[src/rtl/pfd_pkg.sv]
// Package: shared widths, the pump settings record and the detector state
// encoding for the guarded three-state phase detector.
package pfd_pkg;

    // Width of the charge-pump current magnitude code.
    localparam int PUMP_CODE_W = 2;
    // Number of compared inputs (reference divider, main divider).
    localparam int NUM_CMP_IN  = 2;
    // Index of each compared input inside the edge vector.
    localparam int IDX_REF     = 0;
    localparam int IDX_MAIN    = 1;

    // Settings that are applied only while the pump is idle.
    typedef struct packed {
        logic [PUMP_CODE_W-1:0] code;
        logic                   off;
    } pump_cfg_t;

    localparam pump_cfg_t CFG_RESET = '{code: '0, off: 1'b0};

    // Detector state: idle, sourcing, sinking, or clearing an overlap.
    typedef enum logic [1:0] {
        PFD_IDLE = 2'b00,
        PFD_UP   = 2'b01,
        PFD_DN   = 2'b10,
        PFD_CLR  = 2'b11
    } pfd_state_e;

endpackage

[src/rtl/pfd_edge_detect.sv]
// Module: pfd_edge_detect
// Finds rising edges on NUM_CH level inputs. Each input is compared with its
// value at the previous clock. Assumes the inputs are already synchronous to
// clk and are held low while rst_n is low.
module pfd_edge_detect #(
    parameter int NUM_CH = 2
) (
    input  logic              clk,
    input  logic              rst_n,
    input  logic [NUM_CH-1:0] lvl_i,
    output logic [NUM_CH-1:0] rise_o
);

    logic [NUM_CH-1:0] lvl_prev;

    for (genvar ch = 0; ch < NUM_CH; ch++) begin : g_ch
        // Remember the previous level of this channel.
        always_ff @(posedge clk) begin
            if (!rst_n) begin
                lvl_prev[ch] <= 1'b0;
            end else begin
                lvl_prev[ch] <= lvl_i[ch];
            end
        end

        // A rise is a high level now that was low at the previous clock.
        assign rise_o[ch] = lvl_i[ch] & ~lvl_prev[ch];
    end

endmodule

[src/rtl/pfd_core.sv]
// Module: pfd_core
// Three-state phase/frequency detector. A reference rise raises up, a main
// rise raises down, and when both are up the state clears on the next clock,
// giving a one-cycle overlap. While off_i is high the state is held idle and
// edges are ignored. Outputs come straight from the state register.
module pfd_core
    import pfd_pkg::*;
(
    input  logic clk,
    input  logic rst_n,
    input  logic ref_rise_i,
    input  logic main_rise_i,
    input  logic off_i,
    output logic up_o,
    output logic dn_o
);

    pfd_state_e state_q;
    pfd_state_e state_d;

    // Next-state selection from the current state and the two edges.
    always_comb begin
        state_d = state_q;
        if (off_i) begin
            state_d = PFD_IDLE;
        end else begin
            unique case (state_q)
                PFD_IDLE: begin
                    if (ref_rise_i && main_rise_i) begin
                        state_d = PFD_CLR;
                    end else if (ref_rise_i) begin
                        state_d = PFD_UP;
                    end else if (main_rise_i) begin
                        state_d = PFD_DN;
                    end
                end
                PFD_UP: begin
                    if (main_rise_i) begin
                        state_d = PFD_CLR;
                    end
                end
                PFD_DN: begin
                    if (ref_rise_i) begin
                        state_d = PFD_CLR;
                    end
                end
                PFD_CLR: begin
                    state_d = PFD_IDLE;
                end
                default: begin
                    state_d = PFD_IDLE;
                end
            endcase
        end
    end

    // State register.
    always_ff @(posedge clk) begin
        if (!rst_n) begin
            state_q <= PFD_IDLE;
        end else begin
            state_q <= state_d;
        end
    end

    // Decode the pump pulses from the registered state.
    always_comb begin
        up_o = (state_q == PFD_UP) || (state_q == PFD_CLR);
        dn_o = (state_q == PFD_DN) || (state_q == PFD_CLR);
    end

endmodule

[src/rtl/pfd_cfg_guard.sv]
// Module: pfd_cfg_guard
// Holds the pump settings. A write-complete strobe loads the shadow register,
// and a newer strobe overwrites it. The shadow moves to the applied settings
// only when busy_i is low. The amplifier enable is registered on the strobe
// without the guard. Assumes busy_i already covers pulses and edges that are
// arriving.
module pfd_cfg_guard
    import pfd_pkg::*;
#(
    parameter bit AMP_RST = 1'b1
) (
    input  logic      clk,
    input  logic      rst_n,
    input  logic      wr_done_i,
    input  pump_cfg_t wr_cfg_i,
    input  logic      wr_amp_i,
    input  logic      busy_i,
    output pump_cfg_t cfg_o,
    output logic      amp_o
);

    pump_cfg_t shadow_q;
    logic      pend_q;
    logic      apply;

    // A waiting setting may move only while the pump is quiet.
    assign apply = pend_q & ~busy_i;

    // Shadow register: the newest completed write wins.
    always_ff @(posedge clk) begin
        if (!rst_n) begin
            shadow_q <= CFG_RESET;
            pend_q   <= 1'b0;
        end else if (wr_done_i) begin
            shadow_q <= wr_cfg_i;
            pend_q   <= 1'b1;
        end else if (apply) begin
            pend_q   <= 1'b0;
        end
    end

    // Applied settings: loaded from the shadow at a quiet clock.
    always_ff @(posedge clk) begin
        if (!rst_n) begin
            cfg_o <= CFG_RESET;
        end else if (apply) begin
            cfg_o <= shadow_q;
        end
    end

    // Amplifier enable: registered on the strobe, not guarded.
    always_ff @(posedge clk) begin
        if (!rst_n) begin
            amp_o <= AMP_RST;
        end else if (wr_done_i) begin
            amp_o <= wr_amp_i;
        end
    end

endmodule

[src/rtl/pfd_guarded_pump.sv]
// Module: pfd_guarded_pump (top)
// Phase detector with pump settings that are never switched in the middle of
// a pulse. Assumes both divider outputs are synchronous to clk and that the
// bus raises cfg_wr_done_i for one cycle per completed write.
module pfd_guarded_pump
    import pfd_pkg::*;
#(
    parameter bit AMP_RST = 1'b1
) (
    input  logic                   clk,
    input  logic                   rst_n,
    input  logic                   ref_div_i,
    input  logic                   main_div_i,
    input  logic                   cfg_wr_done_i,
    input  logic [PUMP_CODE_W-1:0] cfg_cur_i,
    input  logic                   cfg_off_i,
    input  logic                   cfg_amp_en_i,
    output logic                   pump_up_o,
    output logic                   pump_dn_o,
    output logic [PUMP_CODE_W-1:0] pump_cur_o,
    output logic                   pump_off_o,
    output logic                   amp_en_o
);

    logic [NUM_CMP_IN-1:0] cmp_lvl;
    logic [NUM_CMP_IN-1:0] cmp_rise;
    pump_cfg_t             cfg_wr;
    pump_cfg_t             cfg_now;
    logic                  pump_busy;

    // Gather the compared inputs into one vector.
    always_comb begin
        cmp_lvl           = '0;
        cmp_lvl[IDX_REF]  = ref_div_i;
        cmp_lvl[IDX_MAIN] = main_div_i;
    end

    // Pack the written settings.
    assign cfg_wr = '{code: cfg_cur_i, off: cfg_off_i};

    pfd_edge_detect #(
        .NUM_CH (NUM_CMP_IN)
    ) u_edge (
        .clk    (clk),
        .rst_n  (rst_n),
        .lvl_i  (cmp_lvl),
        .rise_o (cmp_rise)
    );

    pfd_core u_core (
        .clk         (clk),
        .rst_n       (rst_n),
        .ref_rise_i  (cmp_rise[IDX_REF]),
        .main_rise_i (cmp_rise[IDX_MAIN]),
        .off_i       (cfg_now.off),
        .up_o        (pump_up_o),
        .dn_o        (pump_dn_o)
    );

    // The pump is busy if a pulse is active or will start at the next clock.
    assign pump_busy = pump_up_o | pump_dn_o | ((|cmp_rise) & ~cfg_now.off);

    pfd_cfg_guard #(
        .AMP_RST (AMP_RST)
    ) u_guard (
        .clk       (clk),
        .rst_n     (rst_n),
        .wr_done_i (cfg_wr_done_i),
        .wr_cfg_i  (cfg_wr),
        .wr_amp_i  (cfg_amp_en_i),
        .busy_i    (pump_busy),
        .cfg_o     (cfg_now),
        .amp_o     (amp_en_o)
    );

    // Drive the applied settings out.
    assign pump_cur_o = cfg_now.code;
    assign pump_off_o = cfg_now.off;

endmodule

[config.mk]
export PLATFORM = sky130hd
export DESIGN_NAME = pfd_guarded_pump
export DESIGN_NICKNAME = d
export VERILOG_FILES = /design/src/rtl/pfd_pkg.sv /design/src/rtl/pfd_edge_detect.sv /design/src/rtl/pfd_core.sv /design/src/rtl/pfd_cfg_guard.sv /design/src/rtl/pfd_guarded_pump.sv
export SDC_FILE = /design/constraint.sdc
export NUM_CORES = 1
export LEC_CHECK = 0
export ABC_AREA = 0
export ABC_CLOCK_PERIOD_IN_PS = 1450
export CAP_MARGIN = 20
export CORE_UTILIZATION = 40
export DETAILED_ROUTE_END_ITERATION = 10
export DONT_BUFFER_PORTS = 1
export HOLD_SLACK_MARGIN = 0.12
export SETUP_SLACK_MARGIN = 0.15
export SYNTH_ARGS = -nofsm -noshare
export SYNTH_HDL_FRONTEND = slang
export SYNTH_SLANG_ARGS = --single-unit
[constraint.sdc]
create_clock -name clk -period 1.45 [get_ports clk]
set_input_delay 0.0725 -clock clk [delete_from_list [all_inputs] [get_ports clk]]
set_output_delay 0.0725 -clock clk [all_outputs]
set_load 0.01 [all_outputs]
After elaboration in Yosys (flattened, before gate mapping)

Cells that the tools add are included.

Equal/unequal tests: 6
Reduce and logical (&&, ||, !) cells: 8
Muxes and demuxes: 8
Bitwise logic cells: 11

Operators with widths:

| kind                 | count |
|---|---|
| $mux W2              | 5 |
| $pmux W2 S4          | 1 |
| $not A1 Y1           | 5 |
| $and A1 B1 Y1        | 4 |
| $eq A2 B2 Y1 const B | 2 |
| $ne A2 B1 Y1 const B | 2 |
| $ne A4 B1 Y1 const B | 1 |
| $reduce_or A2 Y1     | 2 |
| $reduce_and A3 Y1    | 1 |
| $eq A2 B1 Y1 const B | 1 |
| $logic_not A2 Y1     | 1 |
| $logic_or A1 B1 Y1   | 2 |
| $mux W1              | 2 |
| $or A1 B1 Y1         | 2 |
| $reduce_bool A2 Y1   | 1 |
| $logic_and A1 B1 Y1  | 1 |

Bits in registers: 12
Output and inout bits: 6

Depth between registers and ports, before layout

Gate-level depths: netlist of the first run.

Word-level depth: 9
Mapped depth: 6
Depth with buffers taken out: 6

By module

From an unflattened synthesis of the first run, not the netlist that was laid out.

Cell total of the unflattened synthesis: 62
Area, all modules: 615.6 sq um

By module, submodules not included:

| module           | area each (sq um) | instances | sequential area each (sq um) | cells each |
|---|---|---|---|---|
| pfd_cfg_guard    | 319.1             | 1         | 160.2                        | 30 |
| pfd_core         | 203.9             | 1         | 40.0                         | 23 |
| pfd_edge_detect  | 80.1              | 1         | 40.0                         | 6 |
| pfd_guarded_pump | 12.5              | 1         | 0.0                          | 3 |

Worst setup path before layout of the first run

Ideal clock, no wire load.

Path type: flip-flop to flip-flop
Start: register u_core.state_q[1]
End: register u_core.state_q[0]
Period minus slack after synthesis: 1.295 ns
Stages on the path, launching flop included: 6
Arrival time: 1.172 ns
Slack: 0.155 ns
Buffers on the path: 0
Cell sequence: dfxtp_1 -> inv_1 -> ha_1 -> a22o_4 -> nor4_4 -> nor3b_2

Word-level cells in the longest chain between the ends: 3

RTL lines:

| item                                                   | RTL line       | source |
|---|---|---|
| start, declared                                        | pfd_core.sv:18 | `pfd_state_e state_q;` |
| start signal, assigned                                 | pfd_core.sv:62 | `state_q <= state_d;` |
| $eq A2 B1 Y1 (tied with other cells)                   | pfd_core.sv:27 | `unique case (state_q)` |
| $ne A2 B1 Y1 (no line) or $ne A4 B1 Y1 (tied branches) | -              |  |
| $reduce_and A3 Y1 (no line)                            | -              |  |

Parallel ways exist; a longest one is shown, timed or not.
A chain may end at the register's enable or synchronous reset.

Final worst setup path of the first run

Ends and elaborated chain as after synthesis.

==> flow_summary.ini, run 1 <==
[final_layout]
multi_input_area_sq_um = 359.1
fillers = 132
final_cells = 89
diodes = 0
syn_to_final_growth_pct = 23.36
area.sequential_sq_um = 245.2
nets = 89
drive_above_1_share = 0.2432

[power_and_ir_drop]
power_switching_mw = 0.3883
combPwrFrac = 0.442
power.density_nw_per_um2 = 1491
p_int_mw = 0.7346
leakagePower_nw = 0.3192
pwr-share-clk = 0.175
netSwitchingFraction = 0.3458
irDropWorstVdd_uv = 983.2
seqPwrFrac = 0.383

[route]
firstDrtPassIters = 4
wl_um = 1088
vias = 441
via_per_inst = 4.955
drt-wirelength-per-cell_um = 12.22
drtIter0Drc = 6
drtAntennaViolNets = 0
drc = 0

[floorplan]
die_w_um = 41.07
start_util = 0.4469
io_pins = 15
die_h_um = 41.07
rows = 13
die_area_sq_um = 1687
coreArea_sq_um = 1366

[yosys]
yosys_warnings = 0
synth_most_common_cell = dfxtp_1
synth_common_cells = dfxtp_1, nand2_1, mux2i_1
yosys-top-cells-area = dfxtp_1, mux2i_1, ha_1, nand2_1, nand2b_4
yosysUniqueCellTypes = 21
synth-main-ff-cell = dfxtp_1
synth-edff-count = 0
seq_area_frac_synth = 0.3934
async_flop_share = 0
netlist_instances = 64
synth.net_count = 77
synth-seq-cells = 12
synth_area_per_cell_sq_um = 9.540
synth.top_cell.area_share = 0.3934
syn-cell-area_sq_um = 610.6
synth_top_area_cell = dfxtp_1

[cts]
clk_pin_slew_ps = 70
clock_latency_ps = 270
cts_tree = built
cts_sinks = 12
cts_max_level = 1
cts_buffers = 3
root_buffer = clkbuf_4
clk_path_buf_depth = 2
cts_setup_buffers = 0

[placement]
dp.cells = 77
finalWeightedCongestion = 0.6874
hpwl_um = 731.1
numPortBuffers = 0

[setup_path]
setup.worst_path.start_class = flop
crit_buf_inv = 1
worstSetupPathType = reg2reg
crit_family = flip-flops
crit_arrival_ps = 1460
worstPathCellList = inv_2 -> ha_2 -> a22o_4 -> nor4_4 -> nor3b_2
slowest_stage = dfxtp_4
worstPathMaxFanout = 4
required_ps = 1600
cp_slowest_stage_delay_ps = 370
worst_setup_path_end_kind = flop

[timing]
setup_violations = 0
setup_tns_ps = 0
max_freq_mhz = 766.4
slew_violations = 0
fin_crit_sh = 0.8999
hold_viol = 0
fin_crit_ps = 1305
fin_skew_ps = 4.099
rsz0062_at_grt = true
tightest_slew_ps = 409.3
relSlewSlack = 0.7262

[grt]
grt_max_degree = 15
grtUsageTotal = 0.1582
grt_pass1_wl_um = 1704
grt-ovfl-total = 0
grt_pass1_vias = 404
antenna_found_initial = 0

[status]
status = completed

[run]
max-cap-violations = 0

[hold_path]
hp-class = in2reg
placed cells by master (no fill, tap or decap):
master          synthesis  layout
dfxtp_1                12      10
nand2_1                 9       9
dlygate4sd3_1           0       8
mux2i_1                 6       6
nor2b_1                 4       4
o21ai_0                 3       3
a21oi_1                 3       3
ha_2                    0       3
clkbuf_4                0       3
inv_2                   0       2
nand2b_4                2       2
inv_1                   4       2
nor2_1                  2       2
nand2b_1                2       2
and2_1                  2       2
or2_2                   2       1
or2_4                   0       1
a22o_4                  1       1
and3_2                  0       1
nor4_4                  1       1
o21ai_1                 1       1
nor3b_2                 1       1
o211ai_1                1       1
nand4_1                 1       1
ha_1                    4       1
dlymetal6s4s_1          0       1
dfxtp_2                 0       1
dfxtp_4                 0       1
state kept, by name, summed over array words and instances (netlist names):
name / flops
u_edge.lvl_prev: 2
u_guard.cfg_o: 3
u_guard.shadow_q: 3
u_guard.amp_o: 1
u_guard.pend_q: 1
u_core.state_q: 2
worst reg2reg max path: cells and delay by family, from the launching register on:
kind,cells,cell delay [ps]
DFF,1,370
AOI/OAI and AO/OA,1,260
buffers and inverters,1,40
adders and majority gates,1,170
and+or+nand+nor,2,350
through the flow:
step | setup WS, ps | power (mW) | util | hold WS [ps] | cell area (sq um)
floorplan | 154.8 | 0.8032 | - | 194.2 | 610.6
global placement | 75.99 | 0.8508 | 0.4551 | 137.9 | 621.8
detailed placement | 34.61 | 0.8645 | 0.4551 | 141.0 | 621.8
CTS | 139.0 | 1.119 | 0.5440 | 196.8 | 743.2
global route | 96.73 | 1.216 | 0.5513 | 201.4 | 753.2
finish | 145.1 | 1.123 | 0.5513 | 204.6 | 753.2
worst paths after layout:
| kind | from | endpoint | slack, ps | cells past startpoint |
|---|---|---|---|---|
| worst min register to register | u_guard.shadow_q[2] | u_guard.cfg_o[2] | 460 | 2 |
| worst max register to register | u_core.state_q[1] | u_core.state_q[0] | 150 | 5 |
| worst max-delay path | u_core.state_q[1] | u_core.state_q[0] | 150 | 5 |
| worst min-delay path | ref_div_i | u_guard.pend_q | 200 | 4 |
power groups by stage:
stage          sequential (mW)  combinational, mW  clock, mW
2_1_floorplan            0.412              0.391          0
3_3_place_gp             0.420              0.431          0
3_5_place_dp             0.421              0.443          0
4_1_cts                  0.420              0.491      0.208
5_1_grt                  0.435              0.550      0.231
6_report                 0.430              0.496      0.197
cells by family after synthesis:
group                      synth area share
and+or+nand+nor                      0.2910
DFF                                  0.3934
AOI/OAI and AO/OA                   0.09835
buffers and inverters               0.03688
muxes                               0.09836
adders and majority gates           0.08197
metal layers:
metal / GRT usage / vias to the layer above / part of all wire
li1: - / 234 / -
met3: 0.08696 / 0 / 0.061
met5: 0 / - / 0
met4: 0.05000 / 0 / 0
met2: 0.2383 / 12 / 0.46
met1: 0.1889 / 195 / 0.48
repair_timing:
action / 4_1_cts / 5_1_grt
gates resized for setup: 5 / 6
hold buffers: 9 / 0
endpoints found under the hold margin: 12 / 0
pin swaps: 1 / 2
endpoints found under the setup margin: 3 / 5
cloned: 0 / 0
area by class of cell:
type	count	area share
repair buffers	9	0.1229
well taps	15	0.02492
inverters	4	0.01993
multi-input cells	46	0.4767
clock buffers	3	0.02990
flip-flops and latches	12	0.3256
(Power assumes the default switching activity.)
==> run 2, diff against run 1 <==
--- a/config.mk
+++ b/config.mk
@@ -5,7 +5,7 @@
 export SDC_FILE = /design/constraint.sdc
 export NUM_CORES = 1
 export LEC_CHECK = 0
-export ABC_AREA = 0
+export ABC_AREA = 1
 export ABC_CLOCK_PERIOD_IN_PS = 1450
 export CAP_MARGIN = 20
 export CORE_UTILIZATION = 40
==> flow_summary.ini, run 2 <==
[yosys]
synth_area_per_cell_sq_um = 7.458
synth.top_cell.area_share = 0.4183
yosys-top-cells-area = dfxtp_1, nand2_1, ha_1, a21oi_1, inv_1
synth_top_area_cell = dfxtp_1
synth.net_count = 90
synth-main-ff-cell = dfxtp_1
synth_most_common_cell = nand2_1
synth-edff-count = 0
yosysUniqueCellTypes = 15
seq_area_frac_synth = 0.4183
syn-cell-area_sq_um = 574.3
synth-seq-cells = 12
yosys_warnings = 0
netlist_instances = 77
synth_common_cells = nand2_1, dfxtp_1, inv_1, a21oi_1, nor2_1
async_flop_share = 0

[route]
via_per_inst = 4.794
firstDrtPassIters = 4
drtAntennaViolNets = 0
wl_um = 1041
vias = 489
drtIter0Drc = 6
drc = 0
drt-wirelength-per-cell_um = 10.21

[setup_path]
regToRegEndpoint = u_guard.cfg_o[1]
r2r_start = u_core.state_q[0]
worstPathMaxFanout = 3
cp-endpoint = pump_dn_o
cp_slowest_stage_delay_ps = 340
slowest_stage = dfxtp_2
worstPathCellList = inv_1 -> ha_1 -> or2_1
setup.worst_path.start_class = flop
crit_arrival_ps = 1160
r2r_slack_ps = 230
crit_path_start = u_core.state_q[0]
reg2regPathDepth = 7
worstSetupPathType = reg2out
required_ps = 1380
worst_setup_path_end_kind = primary output

[timing]
fin_skew_ps = 1.048
whs_ps = 168.7
rsz0062_at_grt = true
slew_violations = 0
setup_tns_ps = 0
fin_crit_sh = 0.8477
relSlewSlack = 0.7798
hold_viol = 0
fin_crit_ps = 1229
max_freq_mhz = 813.5
setup_violations = 0
tightest_slew_ps = 329.2

[cts]
clock_latency_ps = 270
cts_setup_buffers = 0
root_buffer = clkbuf_4
cts_tree = built
clk_pin_slew_ps = 70
cts_max_level = 1
cts_buffers = 3
clk_path_buf_depth = 2
cts_sinks = 12

[status]
status = completed

[final_layout]
area.sequential_sq_um = 242.7
top_regs = u_guard.cfg_o: 3 flops, u_guard.shadow_q: 3 flops
final_common_cell = nand2_1
design_area_sq_um = 695.7
nets = 102
drive_above_1_share = 0.1494
multi_input_area_sq_um = 286.5
fillers = 130
final_cell_mix = nand2_1, inv_1, dfxtp_1
diodes = 0
syn_to_final_growth_pct = 21.13

[power_and_ir_drop]
p_int_mw = 0.6329
leakagePower_nw = 0.3363
power.density_nw_per_um2 = 1455
combPwrFrac = 0.382
irDropWorstVdd_uv = 759.8
power_mw = 1.013
pwr-share-clk = 0.198
seqPwrFrac = 0.420
netSwitchingFraction = 0.3749
power_switching_mw = 0.3796

[floorplan]
start_util = 0.4359
die_h_um = 39.89
io_pins = 15
coreArea_sq_um = 1318
die_w_um = 39.89
rows = 13
die_area_sq_um = 1591

[placement]
post_dp_cell_area_sq_um = 588.1
numPortBuffers = 0
finalWeightedCongestion = 0.6855
hpwl_um = 758.8

[grt]
grt_max_degree = 11
grt_pass1_wl_um = 1725
grt_pass1_vias = 453
antenna_found_initial = 0
grt-ovfl-total = 0
grtUsageTotal = 0.1723

[run]
max-cap-violations = 0

[hold_path]
hp-class = in2reg
## run 2: cell types whose count changed after synthesis, moves of 3 or more
cell	delta
nor2_1	+6
inv_1	+7
nand3_1	+5
a21oi_1	+6
nand2_1	+6
o21ai_0	-3
nor2b_1	-4
mux2i_1	-6
## run 2: critical path: cells and delay by family (launching register included)
kind / cells / cell delay [ps]
flip-flops: 1 / 340
AND/OR/NAND/NOR: 1 / 270
adder cells (fa/ha/maj): 1 / 210
buffers and inverters: 1 / 70
## run 2: metal layers
layer	track usage	vias up	share of wire
li1	-	260	-
met1	0.1741	214	0.46
met2	0.3024	11	0.48
met3	0.03409	4	0.036
met4	0.1293	0	0.019
met5	0	-	0
## run 2: power by group through the flow
stage	logic (mW)	registers, mW	clock network [mW]
floorplan	0.310	0.419	0
global placement	0.358	0.428	0
detailed placement	0.363	0.429	0
CTS	0.386	0.422	0.208
global route	0.443	0.432	0.219
finish	0.386	0.425	0.201
## run 2: logic make-up after synthesis
group | synth area share
and+or+nand+nor | 0.3028
adders and majority gates | 0.08715
DFF | 0.4183
AOI/OAI and AO/OA | 0.1046
buffers and inverters | 0.08713
## run 2: worst min-delay path by stage
stage,start,end,slack (ps),cells after the start
after floorplan,ref_div_i,u_edge.lvl_prev[0],170,2
after global placement,rst_n,u_guard.amp_o,160,1
after detailed placement,rst_n,u_guard.amp_o,160,1
after CTS,ref_div_i,u_core.state_q[0],170,4
after global routing,ref_div_i,u_core.state_q[0],180,4
final,ref_div_i,u_core.state_q[0],170,4
## run 2: metrics by stage
stage                     utilization  cells  setup slack [ps]
after floorplan                     -     77             306.7
after global placement         0.4463     91             236.7
after detailed placement       0.4463     91             171.8
after CTS                      0.5242    102             158.7
after global routing           0.5280    102             126.3
final                          0.5280    102             220.8
## run 2: repair_timing
item	in CTS	in global routing
resized for setup	0	3
endpoints found under the hold margin	12	0
hold buffers	8	0
setup endpoints to repair	0	7
## run 2: cell type report
class                      count  area share
inverter                      12     0.06475
timing repair buffer           8      0.1151
multi-input combinational     52      0.4119
clock buffer                   3     0.03237
tap                           15     0.02698
sequential                    12      0.3489
